### src/rtl/bar_pkg.sv
package bar_pkg;
  localparam int BAR_W  = 32;
  localparam int NBYTES = BAR_W / 8;
  localparam int LOW_W  = 4;

  typedef enum logic [1:0] {
    BW_OFF = 2'b00,
    BW_8   = 2'b01,
    BW_16  = 2'b10,
    BW_32  = 2'b11
  } bw_code_e;

  typedef struct packed {
    logic [BAR_W-1:0] mask;
    logic             pf;
    logic             mtype;
    bw_code_e         width;
  } bar_cfg_t;

  // Writable mask from the boot word: bit 29 is copied into the two top bits.
  function automatic logic [BAR_W-1:0] derive_mask(input logic [BAR_W-1:0] w);
    return {{2{w[BAR_W-3]}}, w[BAR_W-3:LOW_W], {LOW_W{1'b0}}};
  endfunction

  // Byte-lane and mask-limited merge of a write into the stored base.
  function automatic logic [BAR_W-1:0] be_merge(input logic [BAR_W-1:0] old_v,
                                                input logic [BAR_W-1:0] wdata,
                                                input logic [NBYTES-1:0] be,
                                                input logic [BAR_W-1:0] mask);
    logic [BAR_W-1:0] lane;
    logic [BAR_W-1:0] upd;
    for (int i = 0; i < NBYTES; i++) lane[8*i +: 8] = {8{be[i]}};
    upd = lane & mask;
    return (old_v & ~upd) | (wdata & upd);
  endfunction

  // Read value: base over bits 31:4, then prefetch, hardwired 0, type, space 0.
  function automatic logic [BAR_W-1:0] compose_read(input logic [BAR_W-1:0] base,
                                                    input bar_cfg_t cfg,
                                                    input logic en);
    logic [BAR_W-1:0] v;
    v = {base[BAR_W-1:LOW_W] & cfg.mask[BAR_W-1:LOW_W], cfg.pf, 1'b0, cfg.mtype, 1'b0};
    return en ? v : '0;
  endfunction

  function automatic logic addr_match(input logic [BAR_W-1:0] addr,
                                      input logic [BAR_W-1:0] base,
                                      input logic [BAR_W-1:0] mask);
    return ((addr ^ base) & mask) == '0;
  endfunction
endpackage

### src/rtl/bar_boot_cfg.sv
module bar_boot_cfg
  import bar_pkg::*;
#(
  parameter bit               IS_REG0   = 1'b0,
  parameter logic [BAR_W-1:0] REG0_MASK = 32'hFFFF_F000
) (
  input  logic             clk,
  input  logic             rst_n,
  input  logic             boot_load,
  input  logic [BAR_W-1:0] boot_word,
  output bar_cfg_t         cfg_q,
  output logic             loaded_q
);
  bar_cfg_t cfg_d;

  generate
    if (IS_REG0) begin : g_reg0
      always_comb begin
        cfg_d.mask  = REG0_MASK & ~{{(BAR_W-LOW_W){1'b0}}, {LOW_W{1'b1}}};
        cfg_d.pf    = 1'b0;
        cfg_d.mtype = 1'b0;
        cfg_d.width = bw_code_e'(boot_word[BAR_W-1 -: 2]);
      end
    end else begin : g_regn
      always_comb begin
        cfg_d.mask  = derive_mask(boot_word);
        cfg_d.pf    = boot_word[3];
        cfg_d.mtype = boot_word[1];
        cfg_d.width = bw_code_e'(boot_word[BAR_W-1 -: 2]);
      end
    end
  endgenerate

  always_ff @(posedge clk or negedge rst_n) begin
    if (!rst_n) begin
      cfg_q    <= '{mask: '0, pf: 1'b0, mtype: 1'b0, width: BW_OFF};
      loaded_q <= 1'b0;
    end else if (boot_load) begin
      cfg_q    <= cfg_d;
      loaded_q <= 1'b1;
    end
  end

  assert_boot_latch_R2: assert property (@(posedge clk) disable iff (!rst_n)
    boot_load |=> (loaded_q && cfg_q.width == $past(boot_word[BAR_W-1 -: 2])));

  assert_cfg_hold_R2: assert property (@(posedge clk) disable iff (!rst_n)
    !boot_load |=> $stable(cfg_q));
endmodule

### src/rtl/bar_base_store.sv
module bar_base_store
  import bar_pkg::*;
(
  input  logic              clk,
  input  logic              rst_n,
  input  logic              clr,
  input  logic              wr_fire,
  input  logic [NBYTES-1:0] be,
  input  logic [BAR_W-1:0]  wdata,
  input  logic [BAR_W-1:0]  mask,
  output logic [BAR_W-1:0]  base_q
);
  always_ff @(posedge clk or negedge rst_n) begin
    if (!rst_n)       base_q <= '0;
    else if (clr)     base_q <= '0;
    else if (wr_fire) base_q <= be_merge(base_q, wdata, be, mask);
  end

  assert_no_stray_write_R6: assert property (@(posedge clk) disable iff (!rst_n)
    (!wr_fire && !clr) |=> $stable(base_q));

  assert_base_in_mask_R5: assert property (@(posedge clk) disable iff (!rst_n)
    (base_q & ~mask) == '0);

  assert_clear_on_boot_R10: assert property (@(posedge clk) disable iff (!rst_n)
    clr |=> base_q == '0);
endmodule

### src/rtl/bar_hit_decode.sv
module bar_hit_decode
  import bar_pkg::*;
(
  input  logic             en,
  input  logic [BAR_W-1:0] addr,
  input  logic [BAR_W-1:0] base,
  input  logic [BAR_W-1:0] mask,
  output logic             hit
);
  always_comb hit = en && addr_match(addr, base, mask);
endmodule

### src/rtl/bar_mem_region.sv
module bar_mem_region
  import bar_pkg::*;
#(
  parameter bit          IS_REG0   = 1'b0,
  parameter logic [31:0] REG0_MASK = 32'hFFFF_F000
) (
  input  logic        clk,
  input  logic        rst_n,
  input  logic        boot_load,
  input  logic [31:0] boot_word,
  input  logic        cfg_we,
  input  logic [3:0]  cfg_be,
  input  logic [31:0] cfg_wdata,
  output logic [31:0] cfg_rdata,
  input  logic [31:0] probe_addr,
  output logic        addr_hit,
  output logic        region_en,
  output logic [1:0]  bus_width
);
  bar_cfg_t          cfg_q;
  logic              loaded_q;
  logic [BAR_W-1:0]  base_q;
  logic              wr_fire;
  logic              boot_clr;

  bar_boot_cfg #(.IS_REG0(IS_REG0), .REG0_MASK(REG0_MASK)) u_cfg (
    .clk(clk), .rst_n(rst_n), .boot_load(boot_load), .boot_word(boot_word),
    .cfg_q(cfg_q), .loaded_q(loaded_q)
  );

  assign region_en = loaded_q && (cfg_q.width != BW_OFF);
  assign wr_fire   = cfg_we && region_en;
  assign boot_clr  = boot_load;
  assign bus_width = cfg_q.width;

  bar_base_store u_base (
    .clk(clk), .rst_n(rst_n), .clr(boot_clr), .wr_fire(wr_fire), .be(cfg_be),
    .wdata(cfg_wdata), .mask(cfg_q.mask), .base_q(base_q)
  );

  bar_hit_decode u_hit (
    .en(region_en), .addr(probe_addr), .base(base_q), .mask(cfg_q.mask), .hit(addr_hit)
  );

  assign cfg_rdata = compose_read(base_q, cfg_q, region_en);

  assert_off_quiet_R4: assert property (@(posedge clk) disable iff (!rst_n)
    !region_en |-> (cfg_rdata == '0 && !addr_hit));

  assert_fixed_zero_bits_R7: assert property (@(posedge clk) disable iff (!rst_n)
    cfg_rdata[2] == 1'b0 && cfg_rdata[0] == 1'b0);

  assert_hit_on_match_R9: assert property (@(posedge clk) disable iff (!rst_n)
    (region_en && (((probe_addr ^ {cfg_rdata[31:4], 4'b0}) & cfg_q.mask) == '0)) |-> addr_hit);

  assert_width_off_R3: assert property (@(posedge clk) disable iff (!rst_n)
    (bus_width == 2'b00) |-> !region_en);

  generate
    if (IS_REG0) begin : g_r0_chk
      assert_reg0_flags_R8: assert property (@(posedge clk) disable iff (!rst_n)
        region_en |-> cfg_rdata[3:1] == 3'b000);
    end
  endgenerate
endmodule

### config.mk
export PLATFORM = sky130hd
export DESIGN_NAME = bar_mem_region
export DESIGN_NICKNAME = d
export VERILOG_FILES = /design/src/rtl/bar_pkg.sv /design/src/rtl/bar_boot_cfg.sv /design/src/rtl/bar_base_store.sv /design/src/rtl/bar_hit_decode.sv /design/src/rtl/bar_mem_region.sv
export SDC_FILE = /design/constraint.sdc
export NUM_CORES = 1
export LEC_CHECK = 0
export ABC_AREA = 1
export BUFFER_PORTS_ARGS = -buffer_cell sky130_fd_sc_hd__buf_2
export CAP_MARGIN = 0
export CORE_MARGIN = 3
export CORE_UTILIZATION = 35
export CTS_CLUSTER_DIAMETER = 120
export DETAILED_ROUTE_END_ITERATION = 6
export PLACE_DENSITY = 0.64
export SLEW_MARGIN = 25
export SYNTH_ARGS = -nofsm -noshare
export SYNTH_HDL_FRONTEND = slang
export SYNTH_SLANG_ARGS = --single-unit
### constraint.sdc
create_clock -name clk -period 1.1 [get_ports clk]
set_input_delay 0.22 -clock clk [delete_from_list [all_inputs] [get_ports clk]]
set_output_delay 0.22 -clock clk [all_outputs]
set_load 0.01 [all_outputs]
==> metrics, run 1 <==
status complete, but fails checks; failing checks negative setup slack; nets 793; Worst setup SP type flip-flop; reg-to-reg setup timing slack -0.39 ns; first-pass GRT wire length 18500 um; cell depth of the worst setup path 6; crit path time final 1.77 ns; Row Count 36; CP Capture Type output port; Synth top area share 0.418; critical path's slowest cell dfrtp_1; worst hold path cell count 3; Post-Place Worst Slack -0.320 ns; worst hold path type primary input to flip-flop; commonest non-fill, non-tap cells in the layout nand2_1 (133), buf_2 (124), inv_1 (71), dfrtp_1 (59), buf_4 (52); htree depth 3; Total GRT Usage 0.207; GP Congestion 0.797; Synth area leaders dfrtp_1 (42%), nand2_1 (15%), inv_1 (8.7%), o21ai_0 (7.8%), nor2_1 (4.8%); overall power 6740 uW; Initial Util 0.361; Lkg Pwr 0.00291 uW; setup TNS -29.28 ns; CP top delay family buffers and inverters; power density over cell area 1200 nW/um^2; Area growth syn-to-layout 58.6%; Placed Cells 803; number of max-cap violations 0; Die ar. 11300 um^2; period utilisation layout 1.61; setup ws final -0.669 ns; post-synthesis cell area 3530 um^2; synthesized flop and latch total 59; clk buf depth 2; dominant cell type by area after synthesis dfrtp_1; cell depth of the worst flop-to-flop path 9; final hold violations 0; f_max 565 MHz; via count 3935; remaining antenna violation count after routing 0; Peak VDD IR 0.557 mV; Post-Layout Cell Count 828; vias in the first global route 3927; initial drt markers 184; clk slew on worst S/H paths 0.07 ns; endpoints failing setup 61; HPWL after detailed placement 8550 um; worst-path maximum fanout 14; most common cell after layout, fill and taps aside nand2_1; Slew Viols, Final 0; clk_skew 0.0113 ns; drt first pass iters 4; post-layout util 0.573; crit path DAT 1.55 ns; total grt overflow 0; routed len/inst 13.9 um; synthesized area per cell 7.01 um^2; CTS sink cnt 59; cts bufs inserted 9; I/O Buffers 127; Root Driver clkbuf_8; initial antenna violation count 1; die height 106 um; CP bufs+invs 4; critical path required time 0.88 ns; YS warnings 0; I/O pin count 140; die width 106 um; max incr delay on CP 0.38 ns; critical path class flip-flop to output port; unrepaired setup endpoints after global routing true; clock latency on the worst-skew pair 0.34 ns; final wirelength 11500 um; TritonCTS clock tree built; crit path cell chain inv_2, a21oi_4, clkinv_4, buf_16, nor3_4, buf_2; core area 9770 um^2; post-synthesis sequential area ratio 0.418; Synth cell types 24; fraction of layout cells with a size suffix above 1 0.432; Via density 4.75; Post-Synthesis Cells 504; largest net degree at the start of global routing 60; drt drc 0
path summary, 6_finish.rpt:
| path | startpoint | endpoint |
|---|---|---|
| max in group asynchronous | rst_n | u_cfg.cfg_q[32]$_DFFE_PN0P_ |
| worst max register to register | u_cfg.cfg_q[0]$_DFFE_PN0P_ | u_base.base_q[8]$_DFFE_PN0P_ |
| worst min register to register | u_cfg.loaded_q$_DFFE_PN0P_ | u_cfg.loaded_q$_DFFE_PN0P_ |
| worst min-delay path | boot_word[6] | u_cfg.cfg_q[10]$_DFFE_PN0P_ |
| min in group asynchronous | rst_n | u_base.base_q[21]$_DFFE_PN0P_ |
| worst max-delay path | u_cfg.cfg_q[0]$_DFFE_PN0P_ | cfg_rdata[17] |
layout make-up:
type                       instances  area (um^2)
clock inverter                     5         77.6
timing repair buffer             194         1310
multi-input combinational        341         2110
tap                              133          166
sequential                        59         1480
inverter                          84          320
clock buffer                      11          131
fill                             918         4170
antenna                            1         2.50
registers in the layout, summed over array words and instances (netlist names):
signal,flops
u_base.base_q,28
u_cfg.loaded_q,1
u_cfg.cfg_q,30
power breakdown:
group	switching [uW]	leakage [uW]	internal, uW	total (uW)
clock	880	0.000103	1270	2150
sequential	129	0.000749	2370	2500
combinational	1190	0.00206	904	2090
total	2190	0.00291	4550	6740
synthesized netlist by cell type, drive strengths merged:
| master | number |
|---|---|
| a21oi | 22 |
| a22oi | 3 |
| buf | 14 |
| clkbuf | 8 |
| conb | 1 |
| dfrtp | 59 |
| inv | 84 |
| nand2 | 142 |
| nand3 | 17 |
| nor2 | 45 |
| nor3 | 32 |
| o211ai | 11 |
| o21ai | 65 |
| xnor2 | 1 |
metrics by stage:
| stage | instance area [um^2] | hold WS [ns] |
|---|---|---|
| floorplan | 3920 | -0.0756 |
| global placement | 5070 | 0.260 |
| detailed placement | 5070 | 0.259 |
| CTS | 5480 | 0.0673 |
| global route | 5600 | 0.0882 |
| finish | 5600 | 0.0823 |
worst min-delay path, stage by stage:
cell and delay (ns):
buf_2 0.07, nand2_1 0.04, o21ai_0 0.05
repair_timing:
action | CTS | global route
cloned | 2 | 2
endpoints found under the hold margin | 59 | 0
buffers inserted | 4 | 0
gates resized for setup | 29 | 29
pin swaps | 0 | 8
endpoints found under the setup margin | 62 | 62
hold buffers | 1 | 0
logic make-up (layout without fill, tap and decap cells):
family                    count (synthesis)  after routing  share of synthesized area
xor gates and xnor gates                  1              1                    0.00248
DFF                                      59             59                      0.418
other                                     1              3                    0.00106
buffers and inverters                   106            294                      0.128
and+or+nand+nor                         236            237                      0.275
AOI/OAI and AO/OA                       101            101                      0.175
routing by layer:
layer	GRT usage	part of all wire	up-vias
met2	0.346	0.49	118
met5	0	0	-
li1	-	-	1960
met4	0.0767	0.024	0
met3	0.0383	0.055	24
met1	0.267	0.43	1833
(Power assumes the default switching activity.)
==> run 2: changes to the inputs <==
--- a/config.mk
+++ b/config.mk
@@ -8,6 +8,7 @@
 export ABC_AREA = 1
 export BUFFER_PORTS_ARGS = -buffer_cell sky130_fd_sc_hd__buf_2
 export CAP_MARGIN = 0
+export CORE_ASPECT_RATIO = 0.5
 export CORE_MARGIN = 3
 export CORE_UTILIZATION = 35
 export CTS_CLUSTER_DIAMETER = 120
==> run 2 against run 1 <==
Against the previous run:
- the flow still finishes with violations (negative setup slack)
- critical path type unchanged
- final cell count rose by 1.1%
- fmax increased by 2.0%
- clock-buffer cell count shrank 2
- total power is 11% higher
- highest routed layer unchanged
- sequential power hardly changed
- sequential cell count is the same
- routed wire length grew 2.3%
- sequential share of layout area down 0.88 points
- clock power up 29%
- via count is 0.46% lower
- first-iteration DRC count is 23% lower
- die area up 0.64%
==> metrics, run 2 (same netlist as run 1, synthesis figures left out) <==
I/O pin count 140 (unchanged); largest registers u_cfg.cfg_q (30), u_base.base_q (28), u_cfg.loaded_q (1) (unchanged); crit path time final 1.73 ns (was 1.77 ns); vias in the first global route 3843 (was 3927); setup ws final -0.634 ns (was -0.669 ns); worst hold endpoint u_cfg.cfg_q[14]$_DFFE_PN0P_ (was u_cfg.cfg_q[10]$_DFFE_PN0P_); Post-Layout Cell Count 837 (was 828); clk slew on worst S/H paths 0.06 ns (was 0.07 ns); worst hold path type primary input to flip-flop (unchanged); met3 WL post-DR 708 um (was 639 um); htree depth 3 (unchanged); setup TNS -29.88 ns (was -29.28 ns); die height 77.0 um (was 106 um); critical path's slowest cell dfrtp_1 (unchanged); fill cell count 874 (was 918); CP Capture Type output port (unchanged); drt drc 0 (unchanged); wl on met1 5290 um (was 4980 um); reg-to-reg setup timing slack -0.50 ns (was -0.39 ns); crit path DAT 1.51 ns (was 1.55 ns); CTS sink cnt 59 (unchanged); status complete, but fails checks (unchanged); die width 148 um (was 106 um); cts bufs inserted 9 (unchanged); number of max-cap violations 0 (unchanged); Initial Util 0.366 (was 0.361); Peak VDD IR 0.932 mV (was 0.557 mV); Slew Viols, Final 0 (unchanged); endpoints failing setup 60 (was 61); switch share 0.320 (was 0.326); worst-path maximum fanout 2 (was 14); remaining antenna violation count after routing 0 (unchanged); worst hold path cell count 3 (unchanged); first-pass GRT wire length 18700 um (was 18500 um); power share of the sequential group 0.335 (was 0.371); max incr delay on CP 0.39 ns (was 0.38 ns); post-layout util 0.601 (was 0.573); met2 routed WL 5740 um (was 5650 um); GP Congestion 0.823 (was 0.797); fraction of layout cells with a size suffix above 1 0.454 (was 0.432); Root Driver clkbuf_16 (was clkbuf_8); Die ar. 11400 um^2 (was 11300 um^2); clk buf depth 2 (unchanged); Worst setup SP type flip-flop (unchanged); Most flops, register u_cfg.cfg_q (unchanged); initial drt markers 141 (was 184); internal cell power 5090 uW (was 4550 uW); commonest non-fill, non-tap cells in the layout nand2_1 (128), buf_2 (125), inv_1 (69), dfrtp_1 (59), buf_4 (51) (was nand2_1 (133), buf_2 (124), inv_1 (71), dfrtp_1 (59), buf_4 (52)); Reg-to-Reg End u_base.base_q[13]$_DFFE_PN0P_ (was u_base.base_q[8]$_DFFE_PN0P_); Placed Cells 810 (was 803); routed len/inst 14.1 um (was 13.9 um); reg2reg start u_cfg.cfg_q[1]$_DFFE_PN0P_ (was u_cfg.cfg_q[0]$_DFFE_PN0P_); crit path cell chain inv_2, nand2_1, nand3_2, nand2_2, inv_1, nand2_2, nor2_4, nand2_2, nor2_2, buf_2 (was inv_2, a21oi_4, clkinv_4, buf_16, nor3_4, buf_2); Lkg Pwr 0.00299 uW (was 0.00291 uW); nets 801 (was 793); Total GRT Usage 0.209 (was 0.207); f_max 577 MHz (was 565 MHz); Crit path top cell by count nand2_2; critical path class flip-flop to output port (unchanged); clk_skew 0.00601 ns (was 0.0113 ns); via count 3917 (was 3935); CP top delay family simple AND/OR/NAND/NOR gates (was buffers and inverters); final hold violations 0 (unchanged); Area growth syn-to-layout 64.1% (was 58.6%); power density over cell area 1290 nW/um^2 (was 1200 nW/um^2); initial antenna violation count 0 (was 1); period utilisation layout 1.58 (was 1.61); failing checks negative setup slack (unchanged); TritonCTS clock tree built (unchanged); unrepaired setup endpoints after global routing true (unchanged); Largest register FFs 30 (unchanged); uppermost layer routed met4 (unchanged); Sw Pwr 2400 uW (was 2190 uW); final wirelength 11800 um (was 11500 um); hold path startpoint boot_word[10] (was boot_word[6]); core area 9630 um^2 (was 9770 um^2); overall power 7480 uW (was 6740 uW); cell depth of the worst flop-to-flop path 10 (was 9); clock power share 0.371 (was 0.319); largest net degree at the start of global routing 62 (was 60); critical path required time 0.88 ns (about the same); Row Count 25 (was 36); drt first pass iters 4 (unchanged); combinational share of power 0.294 (was 0.310); most common cell after layout, fill and taps aside nand2_1 (unchanged); total grt overflow 0 (unchanged); Critical path origin u_base.base_q[4]$_DFFE_PN0P_ (was u_cfg.cfg_q[0]$_DFFE_PN0P_); I/O Buffers 127 (unchanged); Via density 4.68 (was 4.75); Post-Place Worst Slack -0.331 ns (was -0.320 ns); CP bufs+invs 3 (was 4); clock latency on the worst-skew pair 0.33 ns (was 0.34 ns); HPWL after detailed placement 8470 um (was 8550 um); Antenna Cells 0 (was 1)
run 2: how the worst max path moves through the flow:
stage | cells after the start | end | slack (ns)
global route | 8 | addr_hit | -0.75
global placement | 10 | addr_hit | -0.34
CTS | 8 | addr_hit | -0.63
floorplan | 5 | cfg_rdata[23] | -0.16
finish | 10 | addr_hit | -0.63
detailed placement | 10 | addr_hit | -0.33
run 2: power by group through the flow:
stage               clock (uW)  sequential (uW)  combinational (uW)
detailed placement           0             2530                1890
global placement             0             2530                1870
CTS                       2830             2500                2110
floorplan                    0             2520                1100
finish                    2780             2500                2200
global route              2910             2530                2420
run 2: per-stage QoR:
stage	area, um^2	hold slack (ns)
6_report	5790	0.0966
3_5_place_dp	5110	0.256
5_1_grt	5790	0.109
2_1_floorplan	3920	-0.0756
3_3_place_gp	5110	0.255
4_1_cts	5660	0.0908
run 2: timing repair:
action                                  in CTS  in global routing
buffers inserted                             4                  3
pin swaps                                   10                 16
endpoints found under the setup margin      60                 61
gates resized for setup                     36                 41
hold buffers                                 1                  0
hold endpoints to repair                    59                  0
gates cloned                                 4                  0
run 2: per-layer routing:
metal,vias to the layer above,global-route usage
met1,1820,0.287
li1,1990,-
met2,101,0.342
met4,0,0.0396
met5,-,0
met3,6,0.0460
run 2: tightest hold or removal path: stages:
cell and delay, ns:
buf_2 0.08, nand2_1 0.04, o21ai_0 0.05
run 2: final cells by class:
cell class / instances / area [um^2] / area share
Tap cell: 135 / 169 / 0.0292
Sequential cell: 59 / 1480 / 0.255
Timing Repair Buffer: 202 / 1420 / 0.244
Clock buffer: 9 / 225 / 0.0389
Inverter: 84 / 318 / 0.0549
Multi-Input combinational cell: 341 / 2120 / 0.366
Clock inverter: 7 / 68.8 / 0.0119
